File: src/rtl/irq_accept_pkg.sv
package irq_accept_pkg;

    typedef enum logic [2:0] {
        SRC_NONE  = 3'd0,
        SRC_SMI   = 3'd1,
        SRC_NMI   = 3'd2,
        SRC_INIT  = 3'd3,
        SRC_EXT   = 3'd4,
        SRC_FIXED = 3'd5
    } src_kind_e;

endpackage

File: src/rtl/irq_msb_find.sv
module irq_msb_find #(
    parameter int W  = 256,
    parameter int IW = $clog2(W)
) (
    input  logic [W-1:0]  bits_i,
    output logic [IW-1:0] idx_o,
    output logic          any_o
);
    // Highest set index; 0 when no bit is set.
    always_comb begin
        idx_o = '0;
        for (int i = 0; i < W; i++) begin
            if (bits_i[i]) idx_o = IW'(i);
        end
        any_o = |bits_i;
    end
endmodule

File: src/rtl/irq_vec_decode.sv
module irq_vec_decode #(
    parameter int W  = 256,
    parameter int IW = $clog2(W)
) (
    input  logic          en_i,
    input  logic [IW-1:0] vec_i,
    output logic [W-1:0]  onehot_o
);
    for (genvar g = 0; g < W; g++) begin : g_bit
        assign onehot_o[g] = en_i && (vec_i == IW'(g));
    end
endmodule

File: src/rtl/irq_arbiter.sv
module irq_arbiter
    import irq_accept_pkg::*;
#(
    parameter int VW      = 8,
    parameter int CLS_LSB = 4
) (
    input  logic          smi_i,
    input  logic          nmi_i,
    input  logic          init_i,
    input  logic          ext_i,
    input  logic [VW-1:0] nmi_vec_i,
    input  logic [VW-1:0] init_vec_i,
    input  logic [VW-1:0] ext_vec_i,
    input  logic          enable_i,
    input  logic          irr_any_i,
    input  logic [VW-1:0] irr_top_i,
    input  logic [VW-1:0] isr_top_i,
    input  logic [VW-1:0] tpr_i,
    output logic          pend_o,
    output src_kind_e     kind_o,
    output logic [VW-1:0] vec_o
);
    logic fixed_ok;

    always_comb begin
        fixed_ok = irr_any_i
                && (irr_top_i > isr_top_i)
                && ((irr_top_i >> CLS_LSB) > (tpr_i >> CLS_LSB));
        kind_o = SRC_NONE;
        vec_o  = '0;
        if (smi_i) begin
            kind_o = SRC_SMI;
        end else if (nmi_i) begin
            kind_o = SRC_NMI;
            vec_o  = nmi_vec_i;
        end else if (init_i) begin
            kind_o = SRC_INIT;
            vec_o  = init_vec_i;
        end else if (enable_i && ext_i) begin
            kind_o = SRC_EXT;
            vec_o  = ext_vec_i;
        end else if (enable_i && fixed_ok) begin
            kind_o = SRC_FIXED;
            vec_o  = irr_top_i;
        end
        pend_o = (kind_o != SRC_NONE);
    end
endmodule

File: src/rtl/irq_accept_ctrl.sv
module irq_accept_ctrl
    import irq_accept_pkg::*;
#(
    parameter int NVEC    = 256,
    parameter int CLS_LSB = 4,
    parameter int VW      = $clog2(NVEC)
) (
    input  logic          clk,
    input  logic          rst_n,
    input  logic          smi_req,
    input  logic          nmi_req,
    input  logic [VW-1:0] nmi_vec,
    input  logic          init_req,
    input  logic [VW-1:0] init_vec,
    input  logic          ext_req,
    input  logic [VW-1:0] ext_vec,
    input  logic          fix_set,
    input  logic [VW-1:0] fix_vec,
    input  logic          intr_en,
    input  logic [VW-1:0] task_prio,
    input  logic          eoi,
    input  logic          ack,
    output logic          irq_pending,
    output logic [2:0]    irq_kind,
    output logic [VW-1:0] irq_vector,
    output logic          ack_done
);
    typedef struct packed {
        logic            smi;
        logic            nmi;
        logic            init;
        logic            ext;
        logic [VW-1:0]   nmi_v;
        logic [VW-1:0]   init_v;
        logic [VW-1:0]   ext_v;
        logic [NVEC-1:0] irr;
        logic [NVEC-1:0] isr;
        logic            ack_done;
    } state_t;

    state_t st_q, st_d;

    logic [VW-1:0]   irr_top, isr_top, win_vec;
    logic            irr_any, isr_any, win_pend, take;
    src_kind_e       win_kind;
    logic [NVEC-1:0] set_oh, fix_oh, eoi_oh;

    // Signals observed by the bound checker.
    logic            smi_pend, nmi_pend, init_pend;
    logic [NVEC-1:0] isr_now;

    irq_msb_find #(.W(NVEC)) u_irr_top (
        .bits_i(st_q.irr), .idx_o(irr_top), .any_o(irr_any));
    irq_msb_find #(.W(NVEC)) u_isr_top (
        .bits_i(st_q.isr), .idx_o(isr_top), .any_o(isr_any));

    irq_arbiter #(.VW(VW), .CLS_LSB(CLS_LSB)) u_arb (
        .smi_i(st_q.smi), .nmi_i(st_q.nmi), .init_i(st_q.init), .ext_i(st_q.ext),
        .nmi_vec_i(st_q.nmi_v), .init_vec_i(st_q.init_v), .ext_vec_i(st_q.ext_v),
        .enable_i(intr_en), .irr_any_i(irr_any), .irr_top_i(irr_top),
        .isr_top_i(isr_top), .tpr_i(task_prio),
        .pend_o(win_pend), .kind_o(win_kind), .vec_o(win_vec));

    assign take = ack && win_pend;

    irq_vec_decode #(.W(NVEC)) u_set_dec (
        .en_i(fix_set), .vec_i(fix_vec), .onehot_o(set_oh));
    irq_vec_decode #(.W(NVEC)) u_fix_dec (
        .en_i(take && (win_kind == SRC_FIXED)), .vec_i(irr_top), .onehot_o(fix_oh));
    irq_vec_decode #(.W(NVEC)) u_eoi_dec (
        .en_i(eoi && isr_any), .vec_i(isr_top), .onehot_o(eoi_oh));

    always_comb begin
        st_d          = st_q;
        st_d.ack_done = take;
        // Retire the accepted source first; new requests below win over the clear.
        if (take) begin
            unique case (win_kind)
                SRC_SMI:  st_d.smi  = 1'b0;
                SRC_NMI:  st_d.nmi  = 1'b0;
                SRC_INIT: st_d.init = 1'b0;
                SRC_EXT:  st_d.ext  = 1'b0;
                default:  ;
            endcase
        end
        st_d.irr = (st_q.irr & ~fix_oh) | set_oh;
        st_d.isr = (st_q.isr | fix_oh) & ~eoi_oh;
        if (smi_req) st_d.smi = 1'b1;
        if (nmi_req) begin
            st_d.nmi   = 1'b1;
            st_d.nmi_v = nmi_vec;
        end
        if (init_req) begin
            st_d.init   = 1'b1;
            st_d.init_v = init_vec;
        end
        if (ext_req) begin
            st_d.ext   = 1'b1;
            st_d.ext_v = ext_vec;
        end
    end

    always_ff @(posedge clk or negedge rst_n) begin
        if (!rst_n) st_q <= '0;
        else        st_q <= st_d;
    end

    assign irq_pending = win_pend;
    assign irq_kind    = win_kind;
    assign irq_vector  = win_vec;
    assign ack_done    = st_q.ack_done;
    assign smi_pend    = st_q.smi;
    assign nmi_pend    = st_q.nmi;
    assign init_pend   = st_q.init;
    assign isr_now     = st_q.isr;
endmodule

File: config.mk
export PLATFORM = sky130hd
export DESIGN_NAME = irq_accept_ctrl
export DESIGN_NICKNAME = d
export VERILOG_FILES = /design/src/rtl/irq_accept_pkg.sv /design/src/rtl/irq_msb_find.sv /design/src/rtl/irq_vec_decode.sv /design/src/rtl/irq_arbiter.sv /design/src/rtl/irq_accept_ctrl.sv
export SDC_FILE = /design/constraint.sdc
export NUM_CORES = 1
export LEC_CHECK = 0
export CAP_MARGIN = 20
export CORE_MARGIN = 3
export CORE_UTILIZATION = 36
export CTS_CLUSTER_DIAMETER = 40
export DETAILED_ROUTE_END_ITERATION = 10
export PLACE_DENSITY = 0.53
export SLEW_MARGIN = 5
export SYNTH_ARGS = -nofsm -noshare
export SYNTH_HDL_FRONTEND = slang
export SYNTH_SLANG_ARGS = --single-unit
File: constraint.sdc
create_clock -name clk -period 10.06 [get_ports clk]
set_input_delay 2.012 -clock clk [delete_from_list [all_inputs] [get_ports clk]]
set_output_delay 2.012 -clock clk [all_outputs]
set_load 0.03 [all_outputs]
[Yosys cells after proc, flatten, opt, wreduce, memory -nomap -nowiden]
Index checks and enable logic that the tools add are counted.
Word-level totals
  memory bits (read-only): 0
  bits in latches: 0
  memory bits (writable): 0
  memories: 0
  word-level logic and storage cells: 2110
  flip-flop bits (word level): 541
Operators by class
  multipliers: 0
  shift-type cells: 0
  reductions and logical operators: 793
  divide/modulo/power cells: 0
  bitwise logic cells: 6
  add/subtract/negate cells: 0
  equal/unequal tests: 770
  mux-type cells: 529
  $lt $le $gt $ge: 2
Operator list (count)
  $eq A8 B8 Y1 const B: 384
  $mux W8: 261
  $eq A8 B7 Y1 const B: 192
  $mux W7: 128
  $logic_and A1 B1 Y1: 775
  $eq A8 B6 Y1 const B: 96
  $and A256 B256 Y256: 2
  $not A256 Y256: 2
  $or A256 B256 Y256: 2
  $reduce_or A256 Y1: 2
  $eq A8 B5 Y1 const B: 48
  $mux W6: 64
  $eq A8 B4 Y1 const B: 24
  $mux W5: 32
  $eq A8 B3 Y1 const B: 12
  $mux W4: 17
  $eq A8 B2 Y1 const B: 6
  $mux W3: 13
  $eq A8 B1 Y1 const B: 3
  $logic_not A8 Y1: 3
  $reduce_bool A2 Y1: 8
  $mux W1: 10
  $gt A8 B8 Y1: 1
  $mux W2: 4
  6 further kinds: 11

[Depth between registers and ports, before layout]
Gate-level depths: netlist of run 1.
  depth in word-level cells: 271
  gate-level depth with buffers: 21

[By module]
A second synthesis of run 1 with hierarchy kept.
Unflattened totals
  cells, all modules: 4032
  area, all modules: 32471.1 µm²
Modules (own cells, without submodules)
  irq_accept_ctrl: area an instance 18831.8 µm², cells an instance 1609, times used 1
  irq_msb_find: area an instance 3345.7 µm², cells an instance 598, times used 2
  irq_vec_decode: area an instance 2099.5 µm², cells an instance 373, times used 3
  irq_arbiter: area an instance 649.4 µm², cells an instance 108, times used 1

[Worst setup path before layout of run 1]
OpenSTA, ideal clock, no wires.
  path type: reg-to-output
  start point: register st_q[509] (netlist bit)
  end point: output port irq_kind[2]
  setup slack: 2832 ps
  arrival time: 5216 ps
  buffers on the path: 0
  stages on the path, launching flop included: 12
  path through: dfrtp_1 > or4_1 > or4_1 > nor4_4 > nand2_1 > ha_1 > and4_1 > nand3_1 > nand3_1 > a221oi_1 > nand2_1 > a2111oi_0
On the way
  word-level cells in the longest chain between the ends: 13
  elaborated cells between the ends (all ways): 15
Ends and longest elaborated chain
  start: declaration: line irq_accept_ctrl.sv:41  | state_t st_q, st_d;
  start signal: assignment: line irq_accept_ctrl.sv:105  | else st_q <= st_d;
  $mux W8 (4 in a row): line irq_msb_find.sv:13  | if (bits_i[i]) idx_o = IW'(i);
  $gt A8 B8 Y1: line irq_arbiter.sv:27  | && (irr_top_i > isr_top_i)
  $logic_and A1 B1 Y1: line irq_arbiter.sv:27
  $logic_and A1 B1 Y1 *: line irq_arbiter.sv:28  | && ((irr_top_i >> CLS_LSB) > (tpr_i >> CLS_LSB));
  $logic_and A1 B1 Y1 *: line irq_arbiter.sv:42  | end else if (enable_i && fixed_ok) begin
  $mux W3 *: line irq_arbiter.sv:42
  $mux W3 *: line irq_arbiter.sv:39  | end else if (enable_i && ext_i) begin
  $mux W3 *: line irq_arbiter.sv:36  | end else if (init_i) begin
  $mux W3 *: line irq_arbiter.sv:33  | end else if (nmi_i) begin
  $mux W3 *: line irq_arbiter.sv:31  | if (smi_i) begin
  end: declaration: line irq_accept_ctrl.sv:24  | output logic [2:0] irq_kind,
Mark *: on every way between the ends. The rest lies on a longest branch, timed or not.

[Final worst setup path of run 1]
  start point: register st_q[301] (netlist bit)
  end point: output port irq_vector[1]
On the way
  word-level cells in the longest chain between the ends: 221
  elaborated cells between the ends (all ways): 223
Ends and longest elaborated chain
  $mux W6 (20 in a row): line irq_msb_find.sv:13
  $mux W7 (64 in a row): line irq_msb_find.sv:13
  $mux W8 (128 in a row): line irq_msb_find.sv:13
  $gt A8 B8 Y1: line irq_arbiter.sv:27
  $logic_and A1 B1 Y1: line irq_arbiter.sv:27
  $logic_and A1 B1 Y1: line irq_arbiter.sv:28
  $logic_and A1 B1 Y1: line irq_arbiter.sv:42
  $mux W8 *: line irq_arbiter.sv:42
  $mux W8 *: line irq_arbiter.sv:39
  $mux W8 *: line irq_arbiter.sv:36
  $mux W8 *: line irq_arbiter.sv:33
  $mux W8 *: line irq_arbiter.sv:31
  end: declaration: line irq_accept_ctrl.sv:25  | output logic [VW-1:0] irq_vector,
Marked as above.

==> results of run 1 <==
[placed cells by master (no fill, tap or decap), types with 20 or more instances in the layout]
| master | synthesis | final |
|---|---|---|
| o2bb2ai_1 | 34 | 34 |
| nand2_1 | 218 | 215 |
| a31oi_1 | 26 | 25 |
| nor2b_1 | 59 | 56 |
| clkdlybuf4s50_1 | 0 | 57 |
| o31ai_1 | 46 | 46 |
| or4_1 | 59 | 59 |
| clkbuf_16 | 0 | 102 |
| nand4_1 | 41 | 41 |
| buf_4 | 1 | 57 |
| a21oi_1 | 330 | 329 |
| nor4_1 | 155 | 155 |
| mux2_2 | 22 | 22 |
| dfrtp_1 | 541 | 541 |
| a2bb2oi_1 | 72 | 72 |
| o211ai_1 | 23 | 23 |
| o22a_1 | 60 | 60 |
| o21ai_0 | 330 | 330 |
| a211oi_1 | 27 | 27 |
| nand3_1 | 42 | 42 |
| a21o_1 | 21 | 20 |
| nor2_1 | 379 | 377 |
| nand2b_1 | 36 | 35 |
| nor3_1 | 114 | 113 |
| o22ai_1 | 76 | 76 |
| and2_1 | 45 | 43 |
| inv_1 | 157 | 157 |
[worst reg2reg max path: cells and delay by family (launching register included)]
family	cells	cell delay, ns
AO/OA/AOI/OAI	8	2.79
adder cells (fa/ha/maj)	1	0.33
buffers and inverters	2	0.45
flip-flops	1	0.42
AND/OR/NAND/NOR	8	3.84
[kinds of logic after synthesis]
kind of cell,after synthesis
buffers and inverters,298
muxes,23
AOI/OAI and AO/OA,1200
DFF,541
adders and majority gates,12
and+or+nand+nor,1227
[state kept, by name, summed over array words and instances (netlist names)]
| signal | flops |
|---|---|
| st_q | 281 |
| isr_now | 256 |
| ack_done | 1 |
| nmi_pend | 1 |
| init_pend | 1 |
| smi_pend | 1 |
[stage by stage]
stage	area, sq um	power, mW	setup slack [ns]	hold WS, ns
2_1_floorplan	28950	3.089	2.832	0.4614
3_3_place_gp	30850	3.965	1.723	0.4748
3_5_place_dp	30910	3.986	1.647	0.4876
4_1_cts	34530	7.603	0.9260	0.4999
5_1_grt	34590	7.828	0.3762	0.5201
6_report	34590	7.646	0.7109	0.4981
[where the power goes]
group / total, mW / switching, mW / internal, mW
Clock: 3.62 / 1.32 / 2.29
Combinational: 1.67 / 1.35 / 0.322
Sequential: 2.36 / 0.0980 / 2.26
Total: 7.65 / 2.77 / 4.87
[routing by layer]
layer	routed length, um	vias up	track usage (%)
met5	26	-	0
met4	6675	4	14.48
met3	12690	326	8.157
met2	55470	1435	44.85
met1	53870	14300	40.97
li1	-	12640	-
[cell type report]
class                           count  area (sq um)
Antenna cell                        2         5.005
Clock buffer                      117          2699
Clock inverter                     74         927.1
Fill cell                        8004         44800
Inverter                          159         596.8
Multi-Input combinational cell   2462         14370
Sequential cell                   541         13540
Tap cell                         1050          1314
Timing Repair Buffer              124          1146
[path summary, 6_finish.rpt]
kind                            from            end  slack (ns)  depth (start not counted)
max                        st_q[301]  irq_vector[1]        0.71                         19
min                        st_q[537]      st_q[537]        0.50                          1
max reg2reg                st_q[301]      st_q[441]        2.07                         19
min reg2reg                st_q[537]      st_q[537]        0.50                          1
max in group asynchronous      rst_n    isr_now[85]        6.63                          3
min in group asynchronous      rst_n   isr_now[205]        1.42                          1
==> summary.txt, run 1 <==
Critical path
  – WP data required: between 8 and 9 ns
  – Cells along the critical path: or4_1, a2111oi_0, o21ai_0, a2111oi_0, buf_4, o2111a_1, nor2_1, buf_4, ha_1, nand3_1, o22ai_1, o21ai_0, a221oi_1, nand2_1, nor2_1, a221oi_1, a211o_1, a21oi_1, clkdlybuf4s50_1
  – Worst Setup Start Kind: register
  – Worst EP arrival: 7.34 ns
  – Worst path bufs/invs: 3
  – Endpoint class of the critical path: output port
  – CP peak stage delay: 0.77 ns
  – Setup CP Type: reg2out
  – CP delay by family, top: compound AO/OA/AOI/OAI gates
  – CP max-delay cell: a2111oi_0
  – CP max FO: 6

STA
  – RSZ-0062 raised after global routing: no
  – Worst-margin pin slew: roughly 1.2 ns
  – Final critical-path share of the clock period: between 90% and 100%
  – Final setup TNS: 0 ns
  – Fin. max-slew vios: 0
  – Hold Vio Cnt, Final: 0
  – Final min period: 9.349 ns
  – Setup-failing EPs final: 0
  – Worst Skew: roughly 0.032 ns
  – Slew HR: 16.18%
  – Peak Freq: ~110 MHz

Yosys
  – Count leader, synth: dfrtp_1
  – Mapped Nets: 3363
  – Post-Synthesis Cells: between 3000 and 4000
  – Largest family of logic cells by synthesized area: compound AO/OA/AOI/OAI gates
  – Dominant cell type by area after synthesis: dfrtp_1
  – Compound-gate portion of the synthesized area: approximately a quarter
  – Syn Area/Cell: between 8 and 9 sq um
  – Synth Flop Type: dfrtp_1
  – Simple-Gate Fraction of Synth Area: 21.59%
  – Yosys top cell area share: approximately 47%
  – Register area share after synthesis: 46.76%
  – EDFF count, synth: 0
  – Post-synth top cells: 541 x dfrtp_1, 379 x nor2_1, 330 x a21oi_1, 330 x o21ai_0, 218 x nand2_1
  – Cell area after synthesis: about 29000 sq um
  – Synth async-reset ratio: between 90% and 100%
  – Yosys Warn Count: 0
  – Synth Area in XOR/XNOR: 0%
  – Post-synthesis cell type count: between 70 and 80
  – Synth top area cells: dfrtp_1 47%, a21oi_1 5.7%, o21ai_0 5.7%
  – Post-synthesis adder-cell area fraction: less than 1%
  – FF+latch count, synth: around 540
  – Post-synthesis mux area share: 0.8903%

Floorplanning
  – Die Width: approximately 290 um
  – Die area: 83860 sq um
  – CORE AREA: ~79000 sq um
  – Num ports: 63
  – Die Y: approximately 290 um
  – Initial Utilization: a little over a third
  – Count of standard-cell rows: 103

GRT
  – Largest net degree at the start of global routing: roughly 140
  – Gr usage total: a little under a third
  – Vias in the first global route: approximately 28000
  – Gr ovfl total: 0
  – First-pass GRT wire length: roughly 190000 um
  – Initial antenna violation count: 7

Power and ir drop
  – LEAKAGE: between 10 and 15 nW
  – PD cells: roughly 220 nW/um^2
  – Peak supply drop: 0.3258 mV

Place
  – Placed Cells incl. Taps: 4331
  – Routability cong.: 1.000
  – Port Buffer Count: 58
  – DPL Wire Length: 87560 um

Clock network
  – # H-tree levels: 3
  – Clk pin slew, worst setup/hold paths: 0.06 ns
  – CTS tree: done
  – # resized after CTS: 0
  – Clk root buf: clkbuf_16
  – Inserted Clock Buffers: 101
  – Clock Latency Late Sink: ~0.68 ns
  – Clock Tree Buf Depth: 3
  – Post-CTS setup buffers: 0
  – Hold_buf cts: 0
  – CTS Sinks: ~540

Detailed routing
  – Routed wire length: 128700 um
  – Drt initial violations: roughly 3000
  – Remaining antenna violation count: 0
  – Routed WL per cell: roughly 28 um
  – DR vias: approximately 29000
  – Vias per inst: roughly 6.3
  – Drt first pass iters: 5
  – # DRC: 0

Final layout
  – Final Util: approximately 44%
  – Layout cells sized above 1: a little under a tenth
  – Final Non-Filler Cells: 4529
  – Area grow syn2layout: 19.48%
  – Post-layout nets: between 3000 and 4000

Flow run
  – Max-Cap Viols: 0

Outcome
  – Run status: completed

Hold path
  – Hold Path Class: reg2reg
Note: power is estimated with default switching activity, not from simulation.
==> run 2: changes to the inputs <==
Settings changed: CORE_MARGIN 3 to 5.
==> run 2 against run 1 <==
- maximum frequency increased by 1.9%
- largest power group unchanged
- clock-buffer cell count decreased by 4
- flip-flop and latch count unchanged
- routed wire length increased by 0.32%
- clock power decreased by 6.6%
- cell area decreased by 0.67%
- sequential share of layout area increased by 0.27 points
- hold slack improved by 0.0024 ns
==> summary.txt, run 2 (synthesis results as in run 1) <==
Outcome
  – Run status: completed

Critical path
  – WP data required: 8.05 ns (about the same)
  – CP peak stage delay: 0.95 ns (+0.18 ns)
  – CP max-delay cell: nor4_1
  – Flop2flop setup slack: 2.25 ns (+0.18 ns)
  – CP most frequent cell: a21oi_1
  – Reg2Reg Depth: 18 (-1)
  – Worst EP arrival: 7.16 ns (-0.18 ns)
  – Setup CP Type: reg2out
  – Worst Setup Start Kind: register
  – Worst R2R Start: isr_now[88]
  – CP max FO: 6 (unchanged)
  – End of the worst register-to-register path: st_q[416]
  – Endpoint class of the critical path: output port
  – Cells along the critical path: nor4_1, nand3_1, a21oi_1, o21ai_0, a21o_1, a32oi_1, a21oi_1, ha_1, nand3_1, o22ai_1, o21ai_0, a221oi_1, nand2_1, nor2_1, a221oi_1, a211o_1, a21oi_1, clkdlybuf4s50_1

STA
  – Final critical-path share of the clock period: 91.17% (-1.8 points)
  – Fin. max-slew vios: 0 (unchanged)
  – RSZ-0062 raised after global routing: no
  – Peak Freq: 109.0 MHz (+1.9%)
  – Worst-margin pin slew: 1.268 ns (+0.02651 ns)
  – Slew HR: 15.46% (-0.72 points)
  – Hold Vio Cnt, Final: 0 (unchanged)
  – Final min period: 9.172 ns (-0.1770 ns)
  – Setup-failing EPs final: 0 (unchanged)
  – Final setup TNS: 0 ns (unchanged)
  – Worst Skew: 0.02431 ns (-0.008062 ns)

Final layout
  – Layout cells sized above 1: 9.167% (-0.24 points)
  – Largest Register: st_q
  – Most frequent cells in the layout: 541 x dfrtp_1, 377 x nor2_1, 330 x o21ai_0, 329 x a21oi_1, 217 x nand2_1
  – # fillers: 8079 (+0.94%)
  – Largest register FFs: 281 (unchanged)
  – Post-layout nets: 3450 (-0.029%)
  – Antenna diodes: 0 (-2)
  – Area grow syn2layout: 18.68%
  – Design Area, Final: 34360 sq um (-0.67%)
  – Most common cell after layout, fill and taps aside: dfrtp_1

GRT
  – Grt peak-use layer: met2
  – Gr ovfl total: 0 (unchanged)
  – Largest net degree at the start of global routing: 126 (-9.4%)
  – Met3 usage: 5.721% (-2.4 points)
  – Gr usage total: 29.07% (-1.2 points)
  – Vias in the first global route: 27540 (-0.047%)
  – Initial antenna violation count: 4 (-3)
  – First-pass GRT wire length: 188400 um (+0.74%)
  – Grt met1 use: 40.90% (-0.077 points)
  – Met2 usage: 44.86% (about the same)

Floorplanning
  – CORE AREA: 80160 sq um (+0.97%)
  – Die area: 86190 sq um (+2.8%)
  – Count of standard-cell rows: 104 (+0.97%)
  – Die Y: 293.6 um (+1.4%)
  – Initial Utilization: 36.12% (-0.35 points)
  – Die Width: 293.6 um (+1.4%)
  – Num ports: 63 (unchanged)

Clock network
  – Hold_buf cts: 0 (unchanged)
  – Clock Tree Buf Depth: 3 (unchanged)
  – Post-CTS setup buffers: 0 (unchanged)
  – Clock Latency Late Sink: 0.68 ns (about the same)
  – Clk root buf: clkbuf_16
  – CTS tree: done
  – CTS Sinks: 541 (unchanged)
  – # resized after CTS: 0 (unchanged)
  – Inserted Clock Buffers: 99 (-2.0%)
  – # H-tree levels: 3 (unchanged)
  – Clk pin slew, worst setup/hold paths: 0.05 ns (about the same)

Place
  – Routability cong.: 0.9981 (-0.21%)
  – Port Buffer Count: 58 (unchanged)
  – Placed Area: 30950 sq um (+0.15%)
  – DPL Wire Length: 88440 um (+1.0%)

Detailed routing
  – Vias per inst: 6.362 (+0.38%)
  – Routed WL per cell: 28.51 um (+0.32%)
  – Drt first pass iters: 6 (+1)
  – Drt initial violations: 3213 (+6.0%)
  – DR vias: 28810 (+0.38%)
  – Routed wire length: 129100 um (+0.32%)
  – Remaining antenna violation count: 0 (unchanged)
  – # DRC: 0 (unchanged)

Hold path
  – Hold Path Class: reg2reg
  – Worst Hold Depth: 1 (unchanged)
  – Hold path start: st_q[537]
  – Hold Path Sink: st_q[537]

Power and ir drop
  – Peak supply drop: 0.3284 mV (+0.79%)
  – Power, Total: 7.456 mW (-2.5%)
  – PD cells: 217.0 nW/um^2 (-1.8%)
  – LEAKAGE: 14.46 nW (-0.96%)
  – Internal: 4.705 mW (-3.5%)
  – Psw: 2.751 mW (-0.74%)
  – Clock share of power: 45.3% (-2.0 points)
  – Sequential share of power: 31.6% (+0.8 points)
  – Switching fraction of total power: 36.89% (+0.65 points)
  – Comb pwr share: 23.0% (+1.1 points)

Flow run
  – Max-Cap Viols: 0 (unchanged)
==> run 2: cell types whose count changed in the layout (fill, tap and decap cells not counted), sizes merged <==
cell          change
clkinv            -5
dlymetal6s2s      -1
clkinvlp          +4
inv               +1
clkbuf            -6
buf               +4
bufinv            -5
diode             -2
==> run 2: worst max-delay path by stage <==
| stage | slack, ns | startpoint | cells after the start | end |
|---|---|---|---|---|
| 6_report | 0.89 | isr_now[88] | 18 | irq_vector[1] |
| 5_1_grt | 0.55 | isr_now[224] | 17 | irq_vector[1] |
| 4_1_cts | 1.01 | isr_now[21] | 19 | irq_vector[1] |
| 3_5_place_dp | 1.75 | isr_now[21] | 19 | irq_vector[1] |
| 3_3_place_gp | 1.76 | isr_now[21] | 19 | irq_vector[1] |
| 2_1_floorplan | 2.83 | st_q[509] | 11 | irq_kind[2] |
==> run 2: metrics by stage <==
| stage | std cells | hold WS (ns) | util (%) | setup slack [ns] |
|---|---|---|---|---|
| floorplan | 3301 | 0.4614 | - | 2.832 |
| global placement | 4341 | 0.4751 | 38.53 | 1.756 |
| detailed placement | 4344 | 0.4889 | 38.62 | 1.751 |
| CTS | 4526 | 0.4987 | 42.82 | 1.014 |
| global route | 4529 | 0.5141 | 42.86 | 0.5499 |
| finish | 4529 | 0.5005 | 42.86 | 0.8879 |
==> run 2: layout make-up <==
| type | instances | area, sq um | share of cell area, % |
|---|---|---|---|
| clock buffer | 113 | 2600 | 7.567 |
| clock inverter | 69 | 765.7 | 2.229 |
| inverter | 159 | 596.8 | 1.737 |
| multi-input combinational | 2462 | 14370 | 41.82 |
| sequential | 541 | 13540 | 39.40 |
| tap | 1060 | 1326 | 3.860 |
| timing repair buffer | 125 | 1164 | 3.387 |
==> run 2: power groups by stage <==
stage               logic, mW  clock network (mW)  registers [mW]
global route             1.74                3.51            2.37
detailed placement       1.65                   0            2.39
CTS                      1.66                3.41            2.35
global placement         1.58                   0            2.39
floorplan               0.731                   0            2.36
finish                   1.72                3.38            2.36
==> run 2: metal layers <==
metal / routed length, um / share of wire, %
met1: 55070 / 43
met2: 57690 / 45
met3: 11140 / 8.6
met4: 5227 / 4.0
met5: 13 / 0.010
==> run 2: worst max-delay path, delay by kind of cell (launching register included) <==
| family | cells | cell delay [ns] |
|---|---|---|
| AO/OA/AOI/OAI | 11 | 3.04 |
| buffers and inverters | 1 | 0.70 |
| AND/OR/NAND/NOR | 5 | 1.99 |
| adder cells (fa/ha/maj) | 1 | 0.34 |
| flip-flops | 1 | 0.42 |
